==> src/rtl/pmdram_pkg.sv <==
package pmdram_pkg;
  localparam int MA_W = 12;

  typedef enum logic [2:0] {
    ST_IDLE, ST_CHK, ST_PRE, ST_ACT, ST_CAS, ST_RPRE, ST_RRAS, ST_RREC
  } st_e;

  typedef struct packed {
    logic            leaf;
    logic [MA_W-1:0] row;
    logic [MA_W-1:0] col;
  } loc_t;
endpackage

==> src/rtl/pmdram_addr_map.sv <==
module pmdram_addr_map import pmdram_pkg::*; #(
  parameter int COL_W = 8,
  localparam int AW = COL_W + MA_W + 1
) (
  input  logic [AW-1:0] addr_i,
  input  logic          il_i,
  output loc_t          loc_o
);
  always_comb begin
    if (il_i) begin
      loc_o.leaf = addr_i[0];
      loc_o.row  = addr_i[COL_W+1 +: MA_W];
      loc_o.col  = MA_W'(addr_i[1 +: COL_W]);
    end else begin
      loc_o.leaf = 1'b0;
      loc_o.row  = addr_i[COL_W +: MA_W];
      loc_o.col  = MA_W'(addr_i[0 +: COL_W]);
    end
  end
endmodule

==> src/rtl/pmdram_burst_step.sv <==
module pmdram_burst_step #(
  parameter int AW = 21
) (
  input  logic [AW-1:0] addr_i,
  input  logic          mod4_i,
  output logic [AW-1:0] next_o
);
  always_comb begin
    if (mod4_i) next_o = {addr_i[AW-1:2], addr_i[1:0] + 2'd1};
    else        next_o = addr_i + AW'(1);
  end
endmodule

==> src/rtl/pmdram_refresh_timer.sv <==
module pmdram_refresh_timer #(
  parameter int REF_INT = 200,
  localparam int CW = $clog2(REF_INT)
) (
  input  logic clk_i,
  input  logic rst_ni,
  input  logic ack_i,
  output logic pend_o
);
  logic [CW-1:0] cnt_q;
  logic          wrap;

  assign wrap = (cnt_q == CW'(REF_INT - 1));

  always_ff @(posedge clk_i or negedge rst_ni) begin
    if (!rst_ni) begin
      cnt_q  <= '0;
      pend_o <= 1'b0;
    end else begin
      cnt_q  <= wrap ? '0 : cnt_q + CW'(1);
      pend_o <= wrap | (pend_o & ~ack_i);
    end
  end

  // a raised request waits until serviced
  p_pend_hold_r10: assert property (@(posedge clk_i) disable iff (!rst_ni)
    (pend_o && !ack_i) |=> pend_o);
endmodule

==> src/rtl/pmdram_seq.sv <==
module pmdram_seq import pmdram_pkg::*; #(
  parameter int AW   = 21,
  parameter int TRCD = 2,
  parameter int TRP  = 2,
  parameter int TRAS = 3,
  localparam int CNT_W = 3
) (
  input  logic            clk_i,
  input  logic            rst_ni,
  input  logic            il_i,
  input  logic            req_ni,
  input  logic            we_i,
  input  logic            burst_i,
  input  logic [3:0]      be_i,
  input  logic [AW-1:0]   addr_i,
  input  loc_t            loc_i,
  input  logic [AW-1:0]   nxt_i,
  input  logic            ref_pend_i,
  output logic            ref_ack_o,
  output logic [AW-1:0]   cur_o,
  output logic            rdy_o,
  output logic [1:0]      ras_n_o,
  output logic [7:0]      cas_n_o,
  output logic [1:0]      we_n_o,
  output logic [MA_W-1:0] ma_a_o,
  output logic [MA_W-1:0] ma_b_o,
  output logic            warn_o
);
  st_e             st_q;
  logic [CNT_W-1:0] cnt_q;
  logic            we_q, bst_q;
  logic [3:0]      be_q;
  logic [1:0]      open_v_q;
  logic [MA_W-1:0] open_row_q [2];
  logic [MA_W-1:0] ref_row_q;
  logic            hit;
  logic [3:0]      lanes;

  assign hit       = open_v_q[loc_i.leaf] && (open_row_q[loc_i.leaf] == loc_i.row);
  assign ref_ack_o = (st_q == ST_IDLE) && ref_pend_i;

  always_ff @(posedge clk_i or negedge rst_ni) begin
    if (!rst_ni) begin
      st_q          <= ST_IDLE;
      cnt_q         <= '0;
      cur_o         <= '0;
      we_q          <= 1'b0;
      bst_q         <= 1'b0;
      be_q          <= '0;
      open_v_q      <= '0;
      open_row_q[0] <= '0;
      open_row_q[1] <= '0;
      ref_row_q     <= '0;
    end else begin
      case (st_q)
        ST_IDLE: begin
          cnt_q <= '0;
          if (ref_pend_i) begin
            open_v_q <= '0;
            st_q     <= ST_RPRE;
          end else if (!req_ni) begin
            cur_o <= addr_i;
            we_q  <= we_i;
            be_q  <= be_i;
            bst_q <= burst_i;
            st_q  <= ST_CHK;
          end
        end
        ST_CHK: begin
          cnt_q <= '0;
          if (hit) begin
            st_q <= ST_CAS;
          end else if (open_v_q[loc_i.leaf]) begin
            open_v_q[loc_i.leaf] <= 1'b0;
            st_q <= ST_PRE;
          end else begin
            open_v_q[loc_i.leaf]   <= 1'b1;
            open_row_q[loc_i.leaf] <= loc_i.row;
            st_q <= ST_ACT;
          end
        end
        ST_PRE: begin
          if (cnt_q == CNT_W'(TRP - 1)) begin
            cnt_q <= '0;
            open_v_q[loc_i.leaf]   <= 1'b1;
            open_row_q[loc_i.leaf] <= loc_i.row;
            st_q <= ST_ACT;
          end else cnt_q <= cnt_q + CNT_W'(1);
        end
        ST_ACT: begin
          if (cnt_q == CNT_W'(TRCD - 1)) begin
            cnt_q <= '0;
            st_q  <= ST_CAS;
          end else cnt_q <= cnt_q + CNT_W'(1);
        end
        ST_CAS: begin
          if (bst_q && burst_i) begin
            cur_o <= nxt_i;
            st_q  <= ST_CHK;
          end else st_q <= ST_IDLE;
        end
        ST_RPRE: begin
          if (cnt_q == CNT_W'(TRP - 1)) begin
            cnt_q <= '0;
            st_q  <= ST_RRAS;
          end else cnt_q <= cnt_q + CNT_W'(1);
        end
        ST_RRAS: begin
          if (cnt_q == CNT_W'(TRAS - 1)) begin
            cnt_q <= '0;
            st_q  <= ST_RREC;
          end else cnt_q <= cnt_q + CNT_W'(1);
        end
        ST_RREC: begin
          if (cnt_q == CNT_W'(TRP - 1)) begin
            cnt_q     <= '0;
            ref_row_q <= ref_row_q + MA_W'(1);
            st_q      <= ST_IDLE;
          end else cnt_q <= cnt_q + CNT_W'(1);
        end
        default: st_q <= ST_IDLE;
      endcase
    end
  end

  // strobes
  assign ras_n_o[0] = ~(open_v_q[0] | (st_q == ST_RRAS));
  assign ras_n_o[1] = ~(open_v_q[1] | ((st_q == ST_RRAS) & il_i));
  assign rdy_o      = (st_q == ST_CAS);
  assign warn_o     = (st_q == ST_RPRE) && (cnt_q == CNT_W'(TRP - 1));

  always_comb begin
    lanes   = we_q ? be_q : 4'hF;
    cas_n_o = '1;
    we_n_o  = '1;
    if (st_q == ST_CAS) begin
      if (loc_i.leaf) cas_n_o[7:4] = ~lanes;
      else            cas_n_o[3:0] = ~lanes;
      if (we_q) we_n_o[loc_i.leaf] = 1'b0;
    end
  end

  always_comb begin
    ma_a_o = '0;
    ma_b_o = '0;
    if (st_q == ST_RRAS) begin
      ma_a_o = ref_row_q;
      if (il_i) ma_b_o = ref_row_q;
    end else if (st_q != ST_IDLE && st_q != ST_RPRE && st_q != ST_RREC) begin
      if (loc_i.leaf) ma_b_o = (st_q == ST_ACT) ? loc_i.row : loc_i.col;
      else            ma_a_o = (st_q == ST_ACT) ? loc_i.row : loc_i.col;
    end
  end

  for (genvar l = 0; l < 2; l++) begin : g_leaf_chk
    // RAS low for the CAS cycle and the two before it
    p_ras_before_cas_r4: assert property (@(posedge clk_i) disable iff (!rst_ni)
      (cas_n_o[4*l +: 4] != 4'hF) |->
        (!ras_n_o[l] && !$past(ras_n_o[l]) && !$past(ras_n_o[l], 2)));
    // CAS pulse is one cycle
    p_cas_pulse_r4: assert property (@(posedge clk_i) disable iff (!rst_ni)
      (cas_n_o[4*l +: 4] != 4'hF) |=> (cas_n_o[4*l +: 4] == 4'hF));
    // precharge of at least two cycles
    p_precharge_r4: assert property (@(posedge clk_i) disable iff (!rst_ni)
      $rose(ras_n_o[l]) |=> ras_n_o[l]);
  end

  // warning is followed by refresh RAS with CAS idle
  p_warn_lead_r9: assert property (@(posedge clk_i) disable iff (!rst_ni)
    warn_o |=> (!ras_n_o[0] && cas_n_o == 8'hFF));

  // leaf B quiet in single-leaf mode
  p_single_leaf_r3: assert property (@(posedge clk_i) disable iff (!rst_ni)
    !il_i |-> (ras_n_o[1] && cas_n_o[7:4] == 4'hF && we_n_o[1] && ma_b_o == '0));
endmodule

==> src/rtl/pmdram_ctrl.sv <==
module pmdram_ctrl import pmdram_pkg::*; #(
  parameter int COL_W   = 8,
  parameter int REF_INT = 200,
  localparam int AW = COL_W + MA_W + 1
) (
  input  logic            clk_i,
  input  logic            rst_ni,
  input  logic            il_i,
  input  logic            mod4_i,
  input  logic            req_ni,
  input  logic            we_i,
  input  logic            burst_i,
  input  logic [3:0]      be_i,
  input  logic [AW-1:0]   addr_i,
  input  logic [31:0]     wdata_i,
  output logic [31:0]     rdata_o,
  output logic            rdy_o,
  output logic [MA_W-1:0] ma_a_o,
  output logic [MA_W-1:0] ma_b_o,
  output logic [1:0]      ras_n_o,
  output logic [7:0]      cas_n_o,
  output logic [1:0]      we_n_o,
  output logic [31:0]     dq_o,
  input  logic [31:0]     dq_a_i,
  input  logic [31:0]     dq_b_i,
  output logic            rfsh_warn_o
);
  loc_t          loc;
  logic [AW-1:0] cur, nxt;
  logic          pend, ack;

  pmdram_addr_map #(.COL_W(COL_W)) u_map (
    .addr_i(cur), .il_i(il_i), .loc_o(loc)
  );

  pmdram_burst_step #(.AW(AW)) u_step (
    .addr_i(cur), .mod4_i(mod4_i), .next_o(nxt)
  );

  pmdram_refresh_timer #(.REF_INT(REF_INT)) u_tmr (
    .clk_i(clk_i), .rst_ni(rst_ni), .ack_i(ack), .pend_o(pend)
  );

  pmdram_seq #(.AW(AW)) u_seq (
    .clk_i(clk_i), .rst_ni(rst_ni), .il_i(il_i), .req_ni(req_ni),
    .we_i(we_i), .burst_i(burst_i), .be_i(be_i), .addr_i(addr_i),
    .loc_i(loc), .nxt_i(nxt), .ref_pend_i(pend), .ref_ack_o(ack),
    .cur_o(cur), .rdy_o(rdy_o), .ras_n_o(ras_n_o), .cas_n_o(cas_n_o),
    .we_n_o(we_n_o), .ma_a_o(ma_a_o), .ma_b_o(ma_b_o), .warn_o(rfsh_warn_o)
  );

  assign rdata_o = loc.leaf ? dq_b_i : dq_a_i;
  assign dq_o    = wdata_i;
endmodule

==> config.mk <==
export PLATFORM = sky130hd
export DESIGN_NAME = pmdram_ctrl
export DESIGN_NICKNAME = d
export VERILOG_FILES = /design/src/rtl/pmdram_pkg.sv /design/src/rtl/pmdram_addr_map.sv /design/src/rtl/pmdram_burst_step.sv /design/src/rtl/pmdram_refresh_timer.sv /design/src/rtl/pmdram_seq.sv /design/src/rtl/pmdram_ctrl.sv
export SDC_FILE = /design/constraint.sdc
export NUM_CORES = 1
export LEC_CHECK = 0
export ABC_CLOCK_PERIOD_IN_PS = 2400
export CAP_MARGIN = 20
export CORE_MARGIN = 8
export CORE_UTILIZATION = 38
export CTS_CLUSTER_SIZE = 20
export DETAILED_ROUTE_END_ITERATION = 10
export PLACE_DENSITY = 0.71
export SETUP_SLACK_MARGIN = 0.2
export SLEW_MARGIN = 20
export SYNTH_ARGS = -nofsm -noshare
export SYNTH_HDL_FRONTEND = slang
export SYNTH_HIERARCHICAL = 1
export SYNTH_SLANG_ARGS = --single-unit
==> constraint.sdc <==
create_clock -name clk_i -period 2.4 [get_ports clk_i]
set_input_delay 0.24 -clock clk_i [delete_from_list [all_inputs] [get_ports clk_i]]
set_output_delay 0.24 -clock clk_i [all_outputs]
set_load 0.1 [all_outputs]
Word-level counts from Yosys, hierarchy flattened:

Index checks and enable logic that the tools add are counted.

* bitwise gates (word level): 15
* muxes and demuxes: 55
* multipliers: 0
* div/mod/pow operators: 0
* order comparisons: 4
* add/subtract/negate cells: 5
* shift operators: 0
* eq/ne operators: 26
* reductions and logical operators: 23

Operators by type and width (count)
* $mux 12: 12
* $mux 21: 4
* $mux 24: 3
* $pmux 24 s2: 1
* $pmux 21 s2: 1
* $mux 32: 1
* $mux 3: 10
* $mux 25: 1
* $bwmux 24: 1
* $pmux 3 s8: 1
* $add 21x1->21 const B: 1
* $mux 8: 2
* $ne 2x2->1 const B: 7
* $add 12x1->12 const B: 1
* $demux 12 s1: 1
* $eq 12x12->1: 1
* $eq 3x3->1 const B: 4
* $mux 2: 6
* $mux 4: 3
* $reduce_and 4->1: 3
* $ne 2x1->1 const B: 5
* $eq 3x2->1 const B: 3
* $ne 3x3->1 const B: 3
* $pmux 3 s3: 1
* other kinds (30): 52

* input bits: 128
* memories: 0
* memory bits (read-only): 0
* register bits: 80
* bits in writable memories: 0
* output and inout port bits: 102
* logic and storage cells: 141
* latch bits: 0

Depth between registers and ports, before layout:

Gate-level depths: netlist (run 1).

* depth after elaboration: 10
* depth in mapped cells: 10
* gate-level depth less buffers: 7

Modules after synthesis:

The synthesis (run 1) kept the hierarchy.

Modules (own cells, without submodules)
* pmdram_seq: seq. area each 1776.7 sq um, times used 1, cells an instance 402, area an instance 4025.1 sq um
* pmdram_ctrl: seq. area each 0.0 sq um, times used 1, cells an instance 68, area an instance 784.5 sq um
* pmdram_refresh_timer: seq. area each 225.2 sq um, times used 1, cells an instance 36, area an instance 419.2 sq um
* pmdram_burst_step: seq. area each 0.0 sq um, times used 1, cells an instance 59, area an instance 394.1 sq um
* pmdram_addr_map: seq. area each 0.0 sq um, times used 1, cells an instance 28, area an instance 359.1 sq um

Worst setup path before layout (run 1):

OpenSTA, ideal clock, no wires.

* kind: register to output
* start: register u_seq.cur_o[0]
* end: output port ma_b_o[10]
* data arrival time: 3.409 ns
* stages on the path, launching flop included: 8
* required time: 2.160 ns
* buffers on the path: 4
* path slack: -1.249 ns
* cells stage by stage: dfrtp_1 and2_1 buf_6 buf_12 buf_2 nand2_1 clkbuf_1 o21ai_0

RTL lines
* from (decl): line pmdram_seq.sv:20 `output logic [AW-1:0] cur_o,`
* from (signal assigned): line pmdram_seq.sv:62 `cur_o <= addr_i;`
* from (signal assigned): line pmdram_seq.sv:98 `cur_o <= nxt_i;`
* to (decl): line pmdram_ctrl.sv:19 `output logic [MA_W-1:0] ma_b_o,`

Final worst setup path (run 1):

* start: register u_seq.st_q[1]
* end: register u_seq/open_row_q[12] (netlist bit)

* longest elaborated chain between the ends: 3
* elaborated cells on any way between the ends: 8
* classes of those cells: 5 x eq/ne; 1 x mux; 2 x reduce/logical

RTL lines
* from (decl): line pmdram_seq.sv:29 `st_e st_q;`
* from (signal assigned): line pmdram_seq.sv:44 `st_q <= ST_IDLE;`
* from (signal assigned): line pmdram_seq.sv:60 `st_q <= ST_RPRE;`
* from (signal assigned): line pmdram_seq.sv:66 `st_q <= ST_CHK;`
* $eq 3x2->1 or $eq 3x1->1 (tied branches): line pmdram_seq.sv:55 `case (st_q)`
* $ne 2x1->1 (no line), or another cell as far along
* $reduce_and 4->1 (no line)
* to (signal, indexed assignment): line pmdram_seq.sv:78 `open_row_q[loc_i.leaf] <= loc_i.row;`
* to (signal, indexed assignment): line pmdram_seq.sv:86 `open_row_q[loc_i.leaf] <= loc_i.row;`
* to (decl): line pmdram_seq.sv:34 `logic [MA_W-1:0] open_row_q [2];`

Parallel ways exist; a longest one is shown, timed or not.
A chain may end at the register's enable or synchronous reset.

==> results of run 1 <==
[power breakdown]
| part | switching (mW) | internal [mW] |
|---|---|---|
| combinational | 4.62 | 3.45 |
| clock | 0.547 | 1.01 |
| sequential | 0.633 | 1.84 |
[repair_timing]
item	4_1_cts	5_1_grt
pin swaps	1	2
resized for setup	9	22
hold buffers	1	0
gates cloned	1	2
hold endpoints to repair	34	0
setup buffers	8	3
setup endpoints to repair	59	37
[layout by cell type, fill, tap and decap left out, types with 3 or more instances in the layout]
cell type / Yosys / final
a21oi_1: 6 / 6
a31oi_1: 3 / 3
and3_1: 9 / 9
buf_12: 4 / 78
buf_4: 38 / 43
bufinv_16: 0 / 3
clkbuf_16: 0 / 10
clkdlybuf4s50_1: 0 / 93
conb_1: 1 / 4
dfrtp_1: 80 / 77
dfrtp_2: 0 / 3
ha_1: 3 / 3
inv_1: 5 / 5
mux2_1: 11 / 11
mux2_2: 14 / 14
mux2_4: 59 / 59
mux2i_1: 47 / 45
nand2_1: 81 / 80
nand2b_1: 8 / 8
nand3_1: 12 / 7
nand3_2: 2 / 6
nand4_1: 7 / 7
nand4b_1: 4 / 4
nor2_1: 24 / 22
nor3_1: 9 / 8
o21ai_0: 50 / 26
o21ai_1: 5 / 4
o21ai_4: 0 / 25
xnor2_1: 32 / 32
xor2_1: 15 / 15
[cell type report]
cell class	count	area share
tap	216	0.02871
multi-input combinational	443	0.4101
timing repair buffer	220	0.3096
sequential	80	0.2131
clock buffer	10	0.02433
clock inverter	6	0.01143
inverter	7	0.002791
[registers in the layout, summed over array words and instances (netlist names)]
name              flops
u_tmr/pend_o          1
u_tmr/cnt_q           8
u_seq/open_v_q        2
u_seq/st_q            3
u_seq/bst_q           1
u_seq/ref_row_q      12
u_seq/we_q            1
u_seq/cnt_q           3
u_seq/be_q            4
u_seq/open_row_q     24
u_seq/cur_o          21
[layer usage]
layer | share of wire | GRT usage | vias up
met1 | 0.38 | 0.2167 | 2471
li1 | - | - | 2370
met4 | 0.019 | 0.05483 | 0
met3 | 0.11 | 0.06687 | 27
met5 | 0 | 0.002625 | -
met2 | 0.50 | 0.3395 | 282
[stage by stage]
stage | utilization | hold WS [ps] | instances | setup WS, ps
after global routing | 0.6013 | 450.2 | 982 | 144.6
after detailed placement | 0.5611 | 234.2 | 951 | -47.80
after CTS | 0.5922 | 409.5 | 977 | 175.6
after global placement | 0.5611 | 226.5 | 951 | 19.75
after floorplan | - | -55.59 | 596 | 136.1
final | 0.6013 | 397.2 | 982 | 213.0
[worst register-to-register path: stages, from the launching register on]
cell	delay, ps
dfrtp_2	440
buf_4	160
inv_1	230
o21ai_0	240
a211oi_4	360
o21ai_4	250
mux2_1	380
[worst min path at each step]
stage,end,slack (ps),cells after the start
2_1_floorplan,u_seq/be_q[0],-60,0
3_3_place_gp,u_seq/cur_o[10],230,1
3_5_place_dp,u_seq/cur_o[10],230,1
4_1_cts,u_seq/cur_o[10],410,2
5_1_grt,u_seq/cur_o[10],450,2
6_report,u_seq/cur_o[10],400,2
[cell families after synthesis]
| kind of cell | share of synthesized area |
|---|---|
| AO/OA/AOI/OAI | 0.07216 |
| other | 0.0006269 |
| flip-flops | 0.3347 |
| XOR/XNOR | 0.06881 |
| AND/OR/NAND/NOR | 0.1552 |
| multiplexers | 0.2738 |
| buffers and inverters | 0.08848 |
| adder cells (fa/ha/maj) | 0.006276 |
==> results.yml, run 1 <==
run_status:
  status: "finished, final reports clean"
route:
  drt_first_pass_iters: 5
  wl_per_cell_um: 20.39
  route.detailed.drc: 0
  drt_iter0_markers: 288
  wirelength_mm: 20.02
  vias: 5150
  ant_nets: 0
  vias_per_cell: 5.244
synth:
  yosysMostFrequentCell: "nand2_1"
  yosysWarnings: 6
  yosys.area.top_type: "dfrtp_1"
  synth.distinct_cells: 58
  synth_seq_cells: 80
  synthTopCellsByArea: "dfrtp_1 33%, mux2_4 15%, mux2i_1 7.9%"
  avgSynthCellArea_um2: 10.09
  synth_area_um2: 5982
  yosysSeqAreaShare: 0.3347
  synth_cells: 593
  synthTopCellsByCount: "81 x nand2_1, 80 x dfrtp_1, 59 x mux2_4"
  ys.flop_type: "dfrtp_1"
  netlist.area_leader.share: 0.3347
  async_flop_share: 1.000
  synth-edff-count: 0
clock_network:
  worstSkewPairLatency_ps: 340
  cts_inserted_buffers: 9
  clockBufferDepth: 2
  cts.sinks: 80
  cts_root_buf: "clkbuf_16"
  h-tree-depth: 3
  cts.reportedPaths.clkPinSlew_ps: 60
  cts_tree: "done"
timing:
  hold_violations: 0
  grt_setup_unrepaired: "true"
  finalCritPeriodShare: 0.9113
  fin_skew_ps: 8.906
  relSlewSlack: 0.5744
  finalSetupViolCount: 0
  fmax_ghz: 0.4572
  final.min_clock_period_ps: 2187
  finalMaxSlewViolations: 0
  worst_pin_slew_ps: 636.0
  setup-tns-final_ps: 0
finish:
  synthToLayoutAreaGrowth_pct: 57.35
  multiInputGateArea_um2: 3860
  antenna_cells: 0
  num-nets-final: 892
  fill_cells: 1246
  final-seq-area_um2: 2006
  drive_above_1_share: 0.3499
  stdcell_area_um2: 9413
critical_path:
  crit_path_max_fanout: 12
  crit_family: "compound AO/OA/AOI/OAI gates"
  timing.rr.start: "u_seq/st_q[1]"
  reg2reg_slack_ps: 210
  worstSetupEndpoint: "u_seq/open_row_q[12]"
  slowest_delay_ps: 440
  crit_buf_inv: 2
  reg2regPathDepth: 6
  start_kind: "register"
  critPathLaunch: "u_seq/st_q[1]"
  cp.arrival_ps: 2400
  crit_type: "reg -> reg"
  crit_chain: "buf_4 -> inv_1 -> o21ai_0 -> a211oi_4 -> o21ai_4 -> mux2_1"
  cp-end-kind: "register"
  crit_slowest_cell: "dfrtp_2"
  critPathRequiredTime_ps: 2620
  path_depth: 6
  r2r_end: "u_seq/open_row_q[12]"
power:
  p_leak_nw: 4.056
  power_density_nw_per_um2: 1286
  vdd_drop_max_mv: 0.6085
  power_mw: 12.11
die:
  io_pins: 230
  num_rows: 46
  core_area_um2: 15660
  dieArea_um2: 20010
  die-width_um: 141.5
  initial_utilization: 0.3821
  die_height_um: 141.5
placement:
  postPlaceCellArea_um2: 8785
  routabilityCongestion: 0.9602
  hpwl_mm: 15.13
  port_buffers: 165
grt:
  grt_pass1_vias: 5339
  grt_pass1_wl_mm: 30.54
  track_usage: 0.1930
  grt_max_degree: 47
  grt-ovfl-total: 0
  antenna_found_initial: 0
job:
  cap_violations: 0
min_path:
  hold_class: "in -> async"
(Power assumes the default switching activity.)
==> run 2, diff against run 1 <==
- PLACE_DENSITY: 0.71 -> 0.79
- RECOVER_POWER: unset -> 50
==> run 2 against run 1 <==
Worst setup slack worse by 50 ps; cell count rose by 0.10%; largest cell class unchanged; global-route usage up 0.19 points; sequential power hardly changed; total power shrank 2.4%; sequential share of layout area grew 0.16 points; core utilization decreased by 0.45 points; clock power decreased by 10%; clock skew barely moved; clock-buffer cell count rose by 1.
==> results.yml, run 2 (synthesized netlist as in run 1, its figures left out) <==
grt:
  grt_pass1_wl_mm: 30.28
  track_usage: 0.1948
  grt_max_degree: 49
  antenna_found_initial: 0
  grt_pass1_vias: 5264
  grt-ovfl-total: 0
job:
  cap_violations: 0
timing:
  finalSetupViolCount: 0
  setup_slack_ps: 163.1
  finalCritPeriodShare: 0.9321
  whs_ps: 469.7
  relSlewSlack: 0.3393
  finalMaxSlewViolations: 0
  fin_skew_ps: 9.136
  final.min_clock_period_ps: 2237
  fmax_ghz: 0.4470
  worst_pin_slew_ps: 990.9
  grt_setup_unrepaired: "true"
  hold_violations: 0
clock_network:
  cts.sinks: 80
  h-tree-depth: 3
  cts.reportedPaths.clkPinSlew_ps: 60
  worstSkewPairLatency_ps: 350
  cts_inserted_buffers: 9
  cts_root_buf: "clkbuf_16"
  cts_tree: "done"
  clockBufferDepth: 2
route:
  drt_first_pass_iters: 5
  ant_nets: 0
  route.detailed.drc: 0
  wirelength_mm: 19.91
  vias: 5126
  vias_per_cell: 5.215
  wl_per_cell_um: 20.25
  drt_iter0_markers: 265
placement:
  dp.cells: 950
  hpwl_mm: 15.22
  routabilityCongestion: 0.8679
  port_buffers: 165
  place_worst_setup_slack_ps: -96.30
finish:
  reg_top3: "u_seq/open_row_q: 24 flops, u_seq/cur_o: 21 flops, u_seq/ref_row_q: 12 flops"
  final_cell_mix: "93 x clkdlybuf4s50_1, 80 x nand2_1, 77 x dfrtp_1"
  largest_register_ffs: 24
  antenna_cells: 0
  fin_util: 0.5968
  synthToLayoutAreaGrowth_pct: 56.18
  top_register: "u_seq/open_row_q"
  num-nets-final: 895
  final_cells: 983
  final_common_cell: "clkdlybuf4s50_1"
  drive_above_1_share: 0.3559
critical_path:
  crit_family: "buffers and inverters"
  slowest_delay_ps: 480
  crit_path_max_fanout: 7
  cp-end-kind: "primary output"
  cp.arrival_ps: 2000
  crit_chain: "nor2b_4 -> nand2_4 -> buf_12 -> mux2i_4 -> buf_4 -> o21ai_4 -> buf_12"
  crit_buf_inv: 3
  critPathRequiredTime_ps: 2160
  crit_slowest_cell: "dfrtp_1"
  start_kind: "register"
  crit_top_cell: "buf_12"
  crit_type: "reg -> out"
power:
  power_density_nw_per_um2: 1264
  p_leak_nw: 4.016
  vdd_drop_max_mv: 0.6342
run_status:
  status: "finished, final reports clean"
die:
  die-width_um: 141.5
  core_area_um2: 15660
  die_height_um: 141.5
  num_rows: 46
  initial_utilization: 0.3821
  io_pins: 230
  dieArea_um2: 20010
min_path:
  hold_class: "reg -> reg"
==> run 2: metal layers <==
metal | wire length [um] | global-route usage
met1 | 8090 | 0.2315
met4 | 586 | 0.07688
met5 | 38 | 0.01312
met2 | 9506 | 0.3238
met3 | 1686 | 0.05780
==> run 2: worst register-to-register path: stages (launching register included) <==
cell and delay, ps:
dfrtp_2 410, and2_4 230, buf_8 150, buf_4 120, mux2i_1 280, xnor2_1 130, nor4_2 300, nand4_1 220
o31a_1 280
==> run 2: final cells by class <==
class                           count  area [um2]
Fill cell                        1260        6312
Multi-Input combinational cell    443        3834
Timing Repair Buffer              223        2912
Sequential cell                    80        2006
Tap cell                          216       270.3
Clock buffer                       11       252.7
Clock inverter                      3       42.54
Inverter                            7       26.28
==> run 2: what timing repair did <==
| action | CTS | global route |
|---|---|---|
| hold buffers | 1 | 0 |
| setup endpoints to repair | 61 | 42 |
| cloned | 1 | 2 |
| pin swaps | 1 | 2 |
| hold endpoints to repair | 32 | 0 |
| buffers inserted | 5 | 10 |
| gates resized for setup | 10 | 24 |
==> run 2: where the power goes <==
group | internal [mW] | switching (mW)
combinational | 3.41 | 4.56
sequential | 1.83 | 0.617
clock | 0.849 | 0.548
==> run 2: path summary, 6_finish.rpt <==
check	depth (start not counted)	slack [ps]	start	to
max in group asynchronous	3	560	rst_ni	u_seq/st_q[0]
setup reg to reg	8	160	u_seq/cur_o[0]	u_seq/st_q[1]
min in group asynchronous	2	530	rst_ni	u_seq/cur_o[13]
hold reg to reg	1	470	u_tmr/cnt_q[0]	u_tmr/cnt_q[0]
setup / recovery	7	160	u_seq/st_q[1]	ma_b_o[4]
hold / removal	1	470	u_tmr/cnt_q[0]	u_tmr/cnt_q[0]
==> run 2: per-stage QoR <==
step | power, mW | cell area (um2) | TNS (ps)
2_1_floorplan | 7.603 | 6302 | 0
3_3_place_gp | 9.872 | 8765 | 0
3_5_place_dp | 9.988 | 8765 | -140.6
4_1_cts | 11.53 | 9171 | 0
5_1_grt | 12.34 | 9343 | 0
6_report | 11.81 | 9343 | 0
==> run 3, diff against run 2 <==
- SETUP_SLACK_MARGIN: 0.2 -> unset
==> run 3 against run 2 <==
Sequential share of layout area grew 0.90 points; routed wire length decreased by 2.5%; final area down 4.0%; sequential power up 2%; non-clock buffer count decreased by 13; via count shrank 2.5%; critical path type is now in -> out; clock-buffer cell count down 1; combinational power down 7.4%; first-iteration DRC count shrank 23%; global-route usage down 0.18 points; hold slack better by 11 ps; highest routed layer is now met4.
==> results.yml, run 3 (synthesized netlist as in run 1, its figures left out) <==
finish:
  drive_above_1_share: 0.3307
  final_cells: 972
  stdcell_area_um2: 8967
  final_common_cell: "clkdlybuf4s50_1"
  num-nets-final: 882
  synthToLayoutAreaGrowth_pct: 49.91
  reg_top3: "u_seq/open_row_q: 24 flops, u_seq/cur_o: 21 flops, u_seq/ref_row_q: 12 flops"
  antenna_cells: 0
  final_cell_mix: "94 x clkdlybuf4s50_1, 81 x nand2_1, 77 x buf_12, 77 x dfrtp_1, 59 x mux2_4"
  top_register: "u_seq/open_row_q"
  largest_register_ffs: 24
route:
  vias_per_cell: 5.143
  wirelength_mm: 19.40
  drt_iter0_markers: 205
  ant_nets: 0
  drt_first_pass_iters: 5
  vias: 4999
  wl_per_cell_um: 19.96
  route.detailed.drc: 0
clock_network:
  cts_tree: "done"
  cts.sinks: 80
  h-tree-depth: 3
  cts_root_buf: "clkbuf_16"
  worstSkewPairLatency_ps: 340
  clockBufferDepth: 2
  cts_inserted_buffers: 9
grt:
  grt_pass1_wl_mm: 29.73
  antenna_found_initial: 0
  track_usage: 0.1930
  grt-ovfl-total: 0
  grt_pass1_vias: 5038
  grt_max_degree: 44
placement:
  postPlaceCellArea_um2: 8630
  dp.cells: 950
  place_worst_setup_slack_ps: -74.17
  port_buffers: 165
  hpwl_mm: 15.55
  routabilityCongestion: 0.9455
critical_path:
  crit_path_max_fanout: 13
  critPathRequiredTime_ps: 2160
  cp-end-kind: "primary output"
  start_kind: "input pin"
  cp.arrival_ps: 2120
  crit_type: "in -> out"
timing:
  fin_skew_ps: 6.063
  setup_slack_ps: 42.99
  finalSetupViolCount: 0
  finalMaxSlewViolations: 0
  final.min_clock_period_ps: 2357
  fmax_ghz: 0.4243
  whs_ps: 480.2
  worst_pin_slew_ps: 1058
  relSlewSlack: 0.2949
  hold_violations: 0
  finalCritPeriodShare: 0.9821
  grt_setup_unrepaired: "false"
die:
  die_height_um: 141.5
  die-width_um: 141.5
  initial_utilization: 0.3821
  num_rows: 46
  core_area_um2: 15660
  dieArea_um2: 20010
  io_pins: 230
run_status:
  status: "finished, final reports clean"
power:
  vdd_drop_max_mv: 0.5865
  p_leak_nw: 3.878
  power_density_nw_per_um2: 1253
  power_mw: 11.24
min_path:
  hold_class: "in -> out"
job:
  cap_violations: 0
## run 3: cell count changes in the layout (fill, tap and decap cells not counted), sizes merged
| cell | before | now |
|---|---|---|
| bufbuf | 1 | 0 |
| dlygate4sd2 | 1 | 0 |
| clkdlybuf4s50 | 93 | 94 |
| clkbuf | 16 | 13 |
| buf | 122 | 112 |
| clkinv | 1 | 3 |
| clkinvlp | 1 | 2 |
## run 3: timing repair
item	4_1_cts	5_1_grt
gates cloned	0	0
buffers inserted	0	5
hold buffers	1	0
pin swaps	0	0
hold endpoints to repair	42	0
endpoints found under the setup margin	10	17
gates resized for setup	3	6
## run 3: final timing paths
path                           startpoint                    to  slack (ps)  cells past startpoint
max                                  il_i             ma_b_o[4]          40                      8
min                           wdata_i[29]              dq_o[29]         480                      0
max reg2reg                 u_seq/st_q[1]  u_seq/open_row_q[18]         250                      6
min reg2reg                u_tmr/cnt_q[0]        u_tmr/cnt_q[0]         480                      1
max in group asynchronous          rst_ni         u_seq/st_q[0]         550                      3
min in group asynchronous          rst_ni        u_seq/cur_o[9]         620                      2
## run 3: critical path, cell delays in order
cell             delay [ps]
clkdlybuf4s50_1         560
buf_12                  180
buf_4                   180
mux2_4                  320
mux2i_2                 210
buf_4                   170
o21ai_2                  80
buf_12                  170
## run 3: area by class of cell
cell class                      count  area, um2
Inverter                            7      26.28
Fill cell                        1312       6688
Clock buffer                       10      229.0
Multi-Input combinational cell    443       3605
Timing Repair Buffer              210       2771
Clock inverter                      6      60.06
Sequential cell                    80       2006
Tap cell                          216      270.3
## run 3: stage by stage
stage / util / setup TNS [ps]
2_1_floorplan: - / -4609
3_3_place_gp: 0.5512 / -24.93
3_5_place_dp: 0.5512 / -141.8
4_1_cts: 0.5707 / 0
5_1_grt: 0.5728 / 0
6_report: 0.5728 / 0
## run 3: routing by layer
layer,wire [um],track usage,up-vias
li1,-,-,2350
met1,7664,0.2237,2421
met2,9610,0.3324,213
met3,1609,0.05981,15
met4,516,0.06444,0
met5,0,0,-
## run 3: power by group
group,internal [mW],switching [mW],leakage (nW)
clock network,0.800,0.554,0.138
logic,3.12,4.26,2.72
registers,1.84,0.659,1.02
